<file path="config.mk">
export PLATFORM = sky130hd
export DESIGN_NAME = pp_port
export DESIGN_NICKNAME = d
export VERILOG_FILES = /design/src/rtl/pp_pkg.sv /design/src/rtl/pp_sync.sv /design/src/rtl/pp_timer.sv /design/src/rtl/pp_port.sv
export SDC_FILE = /design/constraint.sdc
export NUM_CORES = 1
export LEC_CHECK = 0
export ABC_AREA = 1
export BUFFER_PORTS_ARGS = -buffer_cell sky130_fd_sc_hd__clkbuf_2
export CORE_ASPECT_RATIO = 2
export CORE_MARGIN = 8
export CORE_UTILIZATION = 40
export CTS_BUF_LIST = sky130_fd_sc_hd__clkbuf_4 sky130_fd_sc_hd__clkbuf_8 sky130_fd_sc_hd__clkbuf_16
export CTS_CLUSTER_DIAMETER = 60
export DETAILED_ROUTE_END_ITERATION = 12
export PLACE_DENSITY = 0.65
export SYNTH_ARGS = -nofsm -noshare
export SYNTH_HDL_FRONTEND = slang
export SYNTH_SLANG_ARGS = --single-unit
</file>
<file path="constraint.sdc">
create_clock -name clk -period 3.9 [get_ports clk]
set_input_delay 0.39 -clock clk [delete_from_list [all_inputs] [get_ports clk]]
set_output_delay 0.39 -clock clk [all_outputs]
set_load 0.01 [all_outputs]
</file>
<file path="src/rtl/pp_pkg.sv">
package pp_pkg;
  typedef enum logic [1:0] {
    ST_IDLE = 2'd0,  // waiting for an armed request fall
    ST_WAIT = 2'd1,  // request seen, waiting for data or buffer space
    ST_ACK  = 2'd2,  // acknowledge low
    ST_POST = 2'd3   // output hold / release tail
  } pp_state_t;
endpackage

</file>
<file path="src/rtl/pp_sync.sv">
module pp_sync #(
  parameter int   STAGES  = 2,
  parameter logic RST_VAL = 1'b1
) (
  input  logic clk,
  input  logic rst,
  input  logic d,
  output logic q
);
  logic [STAGES-1:0] sh;

  always_ff @(posedge clk) begin
    if (rst) sh <= {STAGES{RST_VAL}};
    else     sh <= {sh[STAGES-2:0], d};
  end

  assign q = sh[STAGES-1];
endmodule

</file>
<file path="src/rtl/pp_timer.sv">
module pp_timer #(
  parameter int W = 8
) (
  input  logic         clk,
  input  logic         rst,
  input  logic         start,
  input  logic [W-1:0] limit,
  output logic         last
);
  logic [W-1:0] cnt;

  always_ff @(posedge clk) begin
    if (rst)                cnt <= '0;
    else if (start)         cnt <= '0;
    else if (cnt != '1)     cnt <= cnt + 1'b1;
  end

  // cycle index (1-based) has reached the limit; a zero limit acts as one
  assign last = ({1'b0, cnt} + (W+1)'(1)) >= {1'b0, limit};
endmodule

</file>
<file path="src/rtl/pp_port.sv">
module pp_port
  import pp_pkg::*;
#(
  parameter int DW = 8,
  parameter int CW = 8
) (
  input  logic          clk,
  input  logic          rst,
  input  logic          dir_in,
  input  logic [CW-1:0] ack_cyc,
  input  logic [CW-1:0] hold_cyc,
  input  logic [CW-1:0] rel_cyc,
  input  logic          req_n,
  output logic          ack_n,
  output logic [DW-1:0] pd_out,
  output logic          pd_oe,
  input  logic [DW-1:0] pd_in,
  input  logic [DW-1:0] tx_data,
  input  logic          tx_valid,
  output logic          tx_ready,
  output logic [DW-1:0] rx_data,
  output logic          rx_valid,
  input  logic          rx_ready,
  output logic          proto_err
);
  pp_state_t     state, state_n;
  logic          req_s;
  logic          mode_in;
  logic          armed;
  logic          tmr_start;
  logic          take_tx;
  logic          main_last;
  logic          hold_last;
  logic [CW-1:0] post_lim;
  logic [CW-1:0] main_lim;

  pp_sync #(.STAGES(2), .RST_VAL(1'b1)) u_sync (
    .clk(clk), .rst(rst), .d(req_n), .q(req_s)
  );

  assign post_lim = (hold_cyc > rel_cyc) ? hold_cyc : rel_cyc;
  assign main_lim = (state == ST_ACK) ? ack_cyc : post_lim;

  pp_timer #(.W(CW)) u_main (
    .clk(clk), .rst(rst), .start(tmr_start), .limit(main_lim), .last(main_last)
  );

  pp_timer #(.W(CW)) u_hold (
    .clk(clk), .rst(rst), .start(tmr_start), .limit(hold_cyc), .last(hold_last)
  );

  assign tx_ready = (state == ST_WAIT) && !mode_in;
  assign take_tx  = tx_ready && tx_valid;

  always_comb begin
    state_n   = state;
    tmr_start = 1'b0;
    case (state)
      ST_IDLE: if (armed && !req_s) state_n = ST_WAIT;
      ST_WAIT: begin
        if (mode_in ? !rx_valid : tx_valid) begin
          state_n   = ST_ACK;
          tmr_start = 1'b1;
        end
      end
      ST_ACK: begin
        if (main_last) begin
          tmr_start = 1'b1;
          state_n   = mode_in ? ST_IDLE : ST_POST;
        end
      end
      ST_POST: if (main_last) state_n = ST_IDLE;
      default: state_n = ST_IDLE;
    endcase
  end

  always_ff @(posedge clk) begin
    if (rst) begin
      state     <= ST_IDLE;
      mode_in   <= 1'b0;
      armed     <= 1'b0;
      ack_n     <= 1'b1;
      pd_out    <= '0;
      pd_oe     <= 1'b0;
      rx_data   <= '0;
      rx_valid  <= 1'b0;
      proto_err <= 1'b0;
    end else begin
      state <= state_n;

      if (state == ST_IDLE) mode_in <= dir_in;

      if (state == ST_IDLE && state_n == ST_WAIT) armed <= 1'b0;
      else if (req_s)                               armed <= 1'b1;

      if (rx_valid && rx_ready) rx_valid <= 1'b0;

      if (state == ST_WAIT && state_n == ST_ACK) begin
        ack_n <= 1'b0;
        if (take_tx) begin
          pd_out <= tx_data;
          pd_oe  <= 1'b1;
        end
      end

      if (state == ST_ACK) begin
        if (req_s) proto_err <= 1'b1;
        if (main_last) begin
          ack_n <= 1'b1;
          if (mode_in) begin
            rx_data  <= pd_in;
            rx_valid <= 1'b1;
          end
        end
      end

      if (state == ST_POST) begin
        if (hold_last) pd_out <= '0;
        if (main_last) begin
          pd_oe  <= 1'b0;
          pd_out <= '0;
        end
      end
    end
  end
endmodule

</file>
; ---- Word-level counts from Yosys, hierarchy flattened
; Cells that the tools add are included.
[classes]
addsub = 4
n_mul = 0
n_div = 0
order_cmp = 3
n_eq_ne = 7
shifts = 0
muxes = 28
n_bitwise = 0
reduce_logical = 14
[ops]
columns = cell, count
row1 = 8-bit 2-to-1 mux, 7
row2 = 8-bit by 1-bit adder with 9-bit output (second input constant), 2
row3 = 9-bit by 8-bit greater-or-equal comparator with 1-bit output, 2
row4 = 8-bit by 1-bit adder with 8-bit output (second input constant), 2
row5 = 8-bit != test (second input constant), 2
row6 = 1-bit 2-to-1 mux, 14
row7 = 2-bit 2-to-1 mux, 5
row8 = 8-bit > comparator, 1
row9 = 2-bit case mux with 4 select lines, 1
row10 = 2-bit == test (second input constant), 3
row11 = 1-bit logical AND, 6
row12 = 2-bit by 1-bit == test with 1-bit output (second input constant), 2
row13 = 2-bit OR reduction, 2
row14 = 1-bit logical NOT, 3
row15 = 3-bit AND reduction, 1
row16 = 2-bit logical NOT, 1
row17 = 1-bit case mux with 2 select lines, 1
row18 = 2-bit AND reduction, 1
[totals]
register_bits = 42
latch_bits = 0
mem_bits_rw = 0
mem_bits_ro = 0
input_bits = 46
out_inout_bits = 21
word_cells = 68
n_memories = 0

; ---- Depth between registers and ports, before layout
; Gate-level depths: netlist (run 1).
[depth]
ltp_word = 12
mapped_depth = 31
ltp_nobuf = 30

; ---- Modules after synthesis
; A second synthesis (run 1) with hierarchy kept.
[unflattened]
hier_cells = 444
hier_area_um2 = 2947.8
[modules_own_cells]
columns = module, n_inst, cells_each, area_each_um2, seq_area_each_um2
row1 = pp_port, 1, 245, 1605.3, 480.5
row2 = pp_timer, 2, 96, 641.9, 160.2
row3 = pp_sync, 1, 7, 58.8, 40.0

; ---- Least setup slack after synthesis (run 1)
; No wires, ideal clock.
[synth_timing]
kind = in2reg
start = input port rel_cyc[7]
end = register pd_out[0]
setup_ns = 0.113
arrival_ns = 3.255
t_required_ns = 3.787
path_slack_ns = 0.532
cell_stages = 28
path_cell_list = inv_1 -> ha_1 -> nand2_1 -> nor2_1 -> nand3_1 -> o21ai_1 -> clkbuf_1 -> nand2_1 -> o211ai_1 -> o21ai_0 -> ha_1 -> nand2_1 -> inv_1 -> nand2_1 -> nand3_1 -> nand2_1 -> nand2_1 -> nand2_1 -> nand3_2 -> nand2_2 -> nand2_1 -> nand2_1 -> nand2_1 -> nand2_1 -> nand3_4 -> buf_6 -> nor2_1 -> nor2_1
[synth_via]
elab_chain_len = 12
word_cells_on_any_way = 13
cone_classes = order compare (2) / eq/ne (1) / mux (9) / reduce/logical (1)
[synth_lines]
columns = element, line
row1 = "start, declared", pp_port.sv:12  ; input logic [CW-1:0] rel_cyc,
row2 = 8-bit > comparator, pp_port.sv:41  ; assign post_lim = (hold_cyc > rel_cyc) ? hold_cyc : rel_cyc;
row3 = 8-bit 2-to-1 mux (*), pp_port.sv:41
row4 = 8-bit 2-to-1 mux (*), pp_port.sv:42  ; assign main_lim = (state == ST_ACK) ? ack_cyc : post_lim;
row5 = 9-bit by 8-bit greater-or-equal comparator with 1-bit output (*), pp_timer.sv:19  ; assign last = ({1'b0, cnt} + (W+1)'(1)) >= {1'b0, limit};
row6 = 2-bit 2-to-1 mux (on tied branches), "pp_port.sv:72, pp_port.sv:67"
row7 = 2-bit case mux with 4 select lines, pp_port.sv:58  ; case (state)
row8 = 2-bit == test, pp_port.sv:98  ; if (state == ST_WAIT && state_n == ST_ACK) begin
row9 = 1-bit logical AND, pp_port.sv:98
row10 = 8-bit 2-to-1 mux, pp_port.sv:98
row11 = 8-bit 2-to-1 mux, pp_port.sv:118  ; if (hold_last) pd_out <= '0;
row12 = 8-bit 2-to-1 mux, pp_port.sv:119  ; if (main_last) begin
row13 = 8-bit 2-to-1 mux (*), pp_port.sv:117  ; if (state == ST_POST) begin
row14 = "end signal, assigned", pp_port.sv:101  ; pd_out <= tx_data;
row15 = "end, declared", pp_port.sv:15  ; output logic [DW-1:0] pd_out,
; Every way passes the cells marked *; elsewhere a longest branch is shown, timed or not.
; A chain may end at the register's enable or synchronous reset.

; ---- Worst setup path in the final report (run 1)
[layout_timing]
start = input port hold_cyc[7]
end = register rx_data[5]
[layout_via]
elab_chain_len = 5
[layout_lines]
columns = element, line
row1 = "start, declared", pp_port.sv:11  ; input logic [CW-1:0] hold_cyc,
row2 = 8-bit > comparator, pp_port.sv:41
row3 = 8-bit 2-to-1 mux (*), pp_port.sv:41
row4 = 8-bit 2-to-1 mux (*), pp_port.sv:42
row5 = 9-bit by 8-bit greater-or-equal comparator with 1-bit output (*), pp_timer.sv:19
row6 = 3-bit AND reduction (no source line) (*), n/a
row7 = "end signal, assigned", pp_port.sv:111  ; rx_data <= pd_in;
row8 = "end, declared", pp_port.sv:21  ; output logic [DW-1:0] rx_data,
; Marked as above.

==> results of run 1 <==
==> final cells by class <==
type | count | area, sq um
clock inverters | 1 | 30.0
well taps | 88 | 110
multi-input cells | 268 | 1560
inverters | 73 | 277
flip-flops and latches | 42 | 841
fillers | 697 | 3260
repair buffers | 70 | 360
clock buffers | 6 | 139
==> layer usage <==
| metal | part of all wire (%) | vias to the layer above | GRT usage (%) |
|---|---|---|---|
| met1 | 35 | 1152 | 13.7 |
| li1 | - | 1380 | - |
| met4 | 4.1 | 0 | 9.23 |
| met2 | 55 | 73 | 28.2 |
| met5 | 0 | - | 0 |
| met3 | 6.6 | 20 | 3.94 |
==> state kept, by name (all words and copies together), names as in the netlist, 2 cells and up <==
signal / count
state: 2
u_main.cnt: 8
u_sync.sh: 2
u_hold.cnt: 8
rx_data: 8
pd_out: 8
==> synthesized netlist by cell type, types with 2 or more instances <==
| cell | n |
|---|---|
| o21ai_0 | 32 |
| nand2_1 | 81 |
| clkbuf_1 | 6 |
| nand4_1 | 2 |
| nor2_1 | 33 |
| ha_1 | 30 |
| inv_1 | 72 |
| dfxtp_1 | 42 |
| nand3_1 | 12 |
| a211oi_1 | 2 |
| xor2_1 | 9 |
| nor3_1 | 2 |
| nand2_2 | 4 |
| o211ai_1 | 6 |
| nand3_2 | 2 |
| nand3_4 | 2 |
| nor3b_1 | 2 |
| or2_2 | 4 |
| a21oi_1 | 38 |
==> logic make-up after synthesis <==
logic type	synth area share, %
AND/OR/NAND/NOR	24.4
buffers and inverters	11.6
AO/OA/AOI/OAI	15.9
flip-flops	31.0
adder cells (fa/ha/maj)	13.8
XOR/XNOR	3.23
==> power groups by stage <==
stage                     registers, mW  logic, mW  clock network [mW]
after floorplan                   0.453     0.0950                   0
after global placement            0.454      0.148                   0
after detailed placement          0.455      0.151                   0
after CTS                         0.445      0.152               0.490
after global routing              0.446      0.176               0.503
final                             0.445      0.151               0.475
==> final timing paths <==
kind | slack (ns) | to | cells after the start | start
min reg2reg | 0.41 | u_sync.sh[1] | 1 | u_sync.sh[0]
max | 0.50 | rx_data[5] | 22 | hold_cyc[7]
max reg2reg | 0.82 | rx_data[5] | 18 | state[0]
min | 0.29 | u_sync.sh[0] | 2 | req_n
==> stage by stage <==
stage | setup WS (ns) | hold slack, ns | util (%) | cell area (sq um) | total power [mW]
final | 0.504 | 0.287 | 50.4 | 3310 | 1.07
after global routing | 0.0320 | 0.295 | 50.4 | 3310 | 1.13
after CTS | 0.525 | 0.278 | 50.4 | 3310 | 1.09
after detailed placement | 0.229 | 0.396 | 47.9 | 3140 | 0.605
after global placement | 0.325 | 0.394 | 47.9 | 3140 | 0.602
after floorplan | 0.532 | 0.389 | - | 2710 | 0.548
==> worst reg2reg max path, delay by kind of cell (launching register included) <==
kind	cells	cell delay [ns]
adders and majority gates	2	0.50
DFF	1	0.38
buffers and inverters	3	0.39
AOI/OAI and AO/OA	4	0.72
and+or+nand+nor	9	0.99
==> reports/metrics.csv, run 1 <==
metric;value;unit
status;finished, final reports clean;
WP buf/inv;3;
Sw Ratio;23.6;%
CTS max path bufs;2;
worst slew pin tran;0.544;ns
HP Class;input pin to flop;
Clock power frac;44.3;%
f_max;294;MHz
vias;2625;
Combinational Power Share;14.1;%
Via density;4.79;
Worst Setup Path Type;input pin to flop;
setup skew after layout;0.00366;ns
Post-synth EDFFs;0;
register area share after synthesis;31.0;%
cells after synthesis;391;
crit-path max cell delay;0.40;ns
placed cell count;541;
Post-CTS Hold Buffers;0;
Leak;1.79;nW
Synth async-reset ratio;0;%
Max Fanout on Critical Path;17;
CTS tree;done;
WL per Instance;12.9;um
violation count after the first detailed-routing iteration;63;
routed wire length;7060;um
pin count of the biggest net entering global routing;18;
Total Nets Final;536;
htree depth;2;
cell taking the most area after synthesis;dfxtp_1;
most frequent cells in the layout;nand2_1, inv_1, clkbuf_2;
Mapped Area;2710;sq um
sequence of cells on the critical path;clkbuf_2 -> ha_1 -> nand2_1 -> nor2_1 -> nand3_1 -> o21ai_1 -> buf_4 -> nand2_1 -> o211ai_1 -> o21ai_0 -> ha_1 -> nand2_1 -> inv_1 -> nand3_1 -> nand3_1 -> nand2_1 -> nand2_1 -> nand2_1 -> nand2_1 -> nand3_1 -> o21ai_0 -> a21oi_1;
clk slew on worst S/H paths;0.06;ns
die area;9830;sq um
CTS Sinks;42;
Synth top area share;31.0;%
global-route wire length before repair;11800;um
routability cong.;0.893;
Mean Syn Cell Area;6.94;sq um
synth top area cells;dfxtp_1, ha_1, nand2_1;
initial antenna violation count;0;
RSZ-0062 raised after global routing;false;
later-pin clock latency in the skew report;0.28;ns
DRC;0;
Initial Util;41.3;%
CTS resizes;0;
CTS buffer count;5;
Pre-antenna DRT Iters;4;
core area;6570;sq um
I/O Buffers;66;
Max Cap Viol;0;
grt ovf;0;
Setup crit end kind;flop;
Setup Buffers After CTS;0;
commonest non-fill, non-tap cell in the layout;nand2_1;
post-synthesis register bit count;42;
antenna diode count;0;
Syn-to-layout area delta;22.1;%
Crit path max-delay family;simple AND/OR/NAND/NOR gates;
Main synth FF type;dfxtp_1;
period utilization;87.1;%
Slew HR;63.7;%
setup TNS;0;ns
min Tclk post-route;3.40;ns
total track usage;15.2;%
Final setup viols;0;
synth warn;0;
CTS root buffer;clkbuf_16;
Die W;74.2;um
Slew Viols, Final;0;
Slowest-stage cell, CP;nand3_1;
vias in the first global route;2676;
post-route ant nets;0;
CP arrival;3.55;ns
Final Hold Vio Count;0;
switching power;253;uW
maximum VDD drop;0.287;mV
library cells used by synthesis;29;
DIE HEIGHT;132;um
critical path required time;4.05;ns
Seq pwr share;41.6;%
io pins;67;
design internal power;818;uW
Row Count;42;
Setup crit start kind;input pin;
pwr dens;323;nW/um^2
cell mode on critical path;nand2_1;
Net Count, Synth;467;
final non-filler cell total;548;
layout cells sized above 1;20.2;%
dpl hpwl;5970;um
(Power assumes the default switching activity.)
==> run 2, diff against run 1 <==
--- a/config.mk
+++ b/config.mk
@@ -10,9 +10,10 @@
 export CORE_ASPECT_RATIO = 2
 export CORE_MARGIN = 8
 export CORE_UTILIZATION = 40
-export CTS_BUF_LIST = sky130_fd_sc_hd__clkbuf_4 sky130_fd_sc_hd__clkbuf_8 sky130_fd_sc_hd__clkbuf_16
+export CTS_BUF_LIST = sky130_fd_sc_hd__clkbuf_4 sky130_fd_sc_hd__clkbuf_8
 export CTS_CLUSTER_DIAMETER = 60
 export DETAILED_ROUTE_END_ITERATION = 12
+export GPL_TIMING_DRIVEN = 0
 export PLACE_DENSITY = 0.65
 export SYNTH_ARGS = -nofsm -noshare
 export SYNTH_HDL_FRONTEND = slang
==> constraint.sdc (replaced) <==
create_clock -name clk -period 3.54 [get_ports clk]
set_input_delay 0.354 -clock clk [delete_from_list [all_inputs] [get_ports clk]]
set_output_delay 0.354 -clock clk [all_outputs]
set_load 0.01 [all_outputs]
==> run 2 against run 1 <==
Routed wire length is 1.5% higher. Critical path depth rose by 6. Clock skew shrank 0.00062 ns. Sequential power grew 9.9%. Worst setup slack got worse by 0.32 ns. Register-to-register slack worse by 0.42 ns. Critical path type unchanged. Highest routed layer unchanged. Combinational power increased by 26%. Non-clock buffer count increased by 9.
==> reports/metrics.csv, run 2 (synthesis results as in run 1) <==
metric;value;unit;change
Via density;4.82;;+0.60%
Setup crit start kind;input pin;;
R2R Setup Slk;0.40;ns;-0.42 ns
htree depth;2;;unchanged
pin count of the biggest net entering global routing;14;;-4
Final WS setup;0.188;ns;-0.316 ns
total track usage;14.6;%;-0.59 points
Slew HR;66.0;%;+2.3 points
Row Count;42;;unchanged
DRC;0;;unchanged
grt ovf;0;;unchanged
I/O Buffers;66;;unchanged
Sw Ratio;24.4;%;+0.77 points
Final Hold Vio Count;0;;unchanged
setup TNS;0;ns;unchanged
pwr dens;328;nW/um^2;+1.6%
dpl hpwl;5880;um;-1.5%
routability cong.;0.888;;-0.52%
period utilization;94.7;%;
f_max;298;MHz;
most frequent cells in the layout;nand2_1, inv_1, clkbuf_2;;
global-route wire length before repair;11400;um;-2.8%
CTS buffer count;5;;unchanged
fin util;53.1;%;+2.7 points
design internal power;867;uW;+5.9%
HP Class;input pin to flop;;
Max Fanout on Critical Path;8;;-9
Slew Viols, Final;0;;unchanged
status;finished, final reports clean;;
CP endpoint;pd_out[5];;
Setup crit end kind;flop;;
final hold slack;0.236;ns;-0.0510 ns
CTS tree;done;;
Pre-antenna DRT Iters;4;;unchanged
min Tclk post-route;3.35;ns;
DP Worst Slack;-0.602;ns;-0.831 ns
violation count after the first detailed-routing iteration;43;;-32%
post-route ant nets;0;;unchanged
later-pin clock latency in the skew report;0.30;ns;+0.02 ns
DP Area;3150;sq um;+0.28%
antenna diode count;0;;unchanged
Leak;1.83;nW;+2.4%
Max Cap Viol;0;;unchanged
WL per Instance;12.8;um;-0.35%
layout cells sized above 1;25.7;%;+5.5 points
switching power;279;uW;+11%
Clock power frac;40.6;%;-3.7 points
commonest non-fill, non-tap cell in the layout;nand2_1;;
worst r2r dst;pd_out[5];;
DIE HEIGHT;132;um;unchanged
RR Startpoint;state[0];;
CTS Sinks;42;;unchanged
initial antenna violation count;0;;unchanged
Seq pwr share;42.7;%;+1.1 points
Design Power;1.15;mW;+7.0%
Die W;74.2;um;unchanged
die area;9830;sq um;unchanged
r2r worst-path depth;24;;+6
CTS max path bufs;2;;unchanged
vias in the first global route;2732;;+2.1%
final non-filler cell total;558;;+1.8%
Initial Util;41.3;%;unchanged
CTS root buffer;clkbuf_8;;
vias;2689;;+2.4%
core area;6570;sq um;unchanged
worst slew pin tran;0.511;ns;-0.0328 ns
Worst Setup Path Type;input pin to flop;;
io pins;67;;unchanged
Layout Cell Area excl Fill;3490;sq um;+5.3%
Crit. Startpoint;hold_cyc[5];;
Post-CTS Hold Buffers;0;;unchanged
setup skew after layout;0.00304;ns;-0.000619 ns
critical path required time;3.74;ns;-0.31 ns
Total Nets Final;545;;+1.7%
placed cell count;545;;+0.74%
CP arrival;3.55;ns;about the same
Final setup viols;0;;unchanged
routed wire length;7170;um;+1.5%
Combinational Power Share;16.7;%;+2.6 points
clk slew on worst S/H paths;0.08;ns;+0.02 ns
maximum VDD drop;0.497;mV;+73%
Syn-to-layout area delta;28.6;%;
[run 2: cell count changes in the layout (fill, tap and decap cells not counted), sizes merged]
cell	previous run	this run
bufinv	1	2
buf	4	7
clkbuf	72	78
[run 2: cell type report]
class / instances / area, sq um
inverters: 73 / 277
repair buffers: 72 / 400
plain buffers: 7 / 50.0
clock buffers: 6 / 82.6
multi-input cells: 268 / 1670
well taps: 88 / 110
clock inverters: 2 / 60.1
fillers: 673 / 3080
flip-flops and latches: 42 / 841
[run 2: worst min path at each step]
stage | start | endpoint | slack [ns] | cells after the start
2_1_floorplan | u_sync.sh[0] | u_sync.sh[1] | 0.39 | 1
3_3_place_gp | u_sync.sh[0] | u_sync.sh[1] | 0.40 | 1
3_5_place_dp | u_sync.sh[0] | u_sync.sh[1] | 0.40 | 1
4_1_cts | req_n | u_sync.sh[0] | 0.23 | 2
5_1_grt | req_n | u_sync.sh[0] | 0.24 | 2
6_report | req_n | u_sync.sh[0] | 0.24 | 2
[run 2: critical path, cell delays in order]
cell and delay (ns):
clkbuf_4 0.15, ha_4 0.27, nand2_2 0.08, nor2_4 0.12
nand2_1 0.08, o211ai_1 0.16, o21ai_4 0.16, buf_6 0.16
o211ai_1 0.19, o21ai_1 0.10, ha_1 0.30, nand2_1 0.06
inv_1 0.05, nand2_1 0.06, nand3_1 0.08, nand2_1 0.09
nand2_2 0.07, nand2_4 0.09, nand3_2 0.07, nand2_2 0.09
nand2_1 0.06, nand2_1 0.07, nand2_2 0.06, nand2_2 0.10
nand3_4 0.15, clkbuf_16 0.20, nor2_1 0.09, nor2_1 0.05
[run 2: timing repair]
| item | in CTS | in global routing |
|---|---|---|
| setup endpoints to repair | 29 | 31 |
| buffers inserted | 0 | 4 |
| resized for setup | 3 | 38 |
| pin swaps | 0 | 10 |
| gates cloned | 0 | 2 |
[run 2: routing by layer]
layer	up-vias	share of wire, %	track usage [%]	routed length (um)
met3	12	4.6	2.57	330
met2	74	56	28.4	4050
li1	1398	-	-	-
met5	-	0	0	0
met1	1205	36	13.0	2560
met4	0	3.1	8.35	225
[run 2: power groups by stage]
stage / sequential [mW] / clock (mW) / combinational (mW)
after floorplan: 0.499 / 0 / 0.105
after detailed placement: 0.501 / 0 / 0.164
after global routing: 0.491 / 0.497 / 0.221
final: 0.489 / 0.465 / 0.191
after CTS: 0.489 / 0.481 / 0.167
after global placement: 0.500 / 0 / 0.160
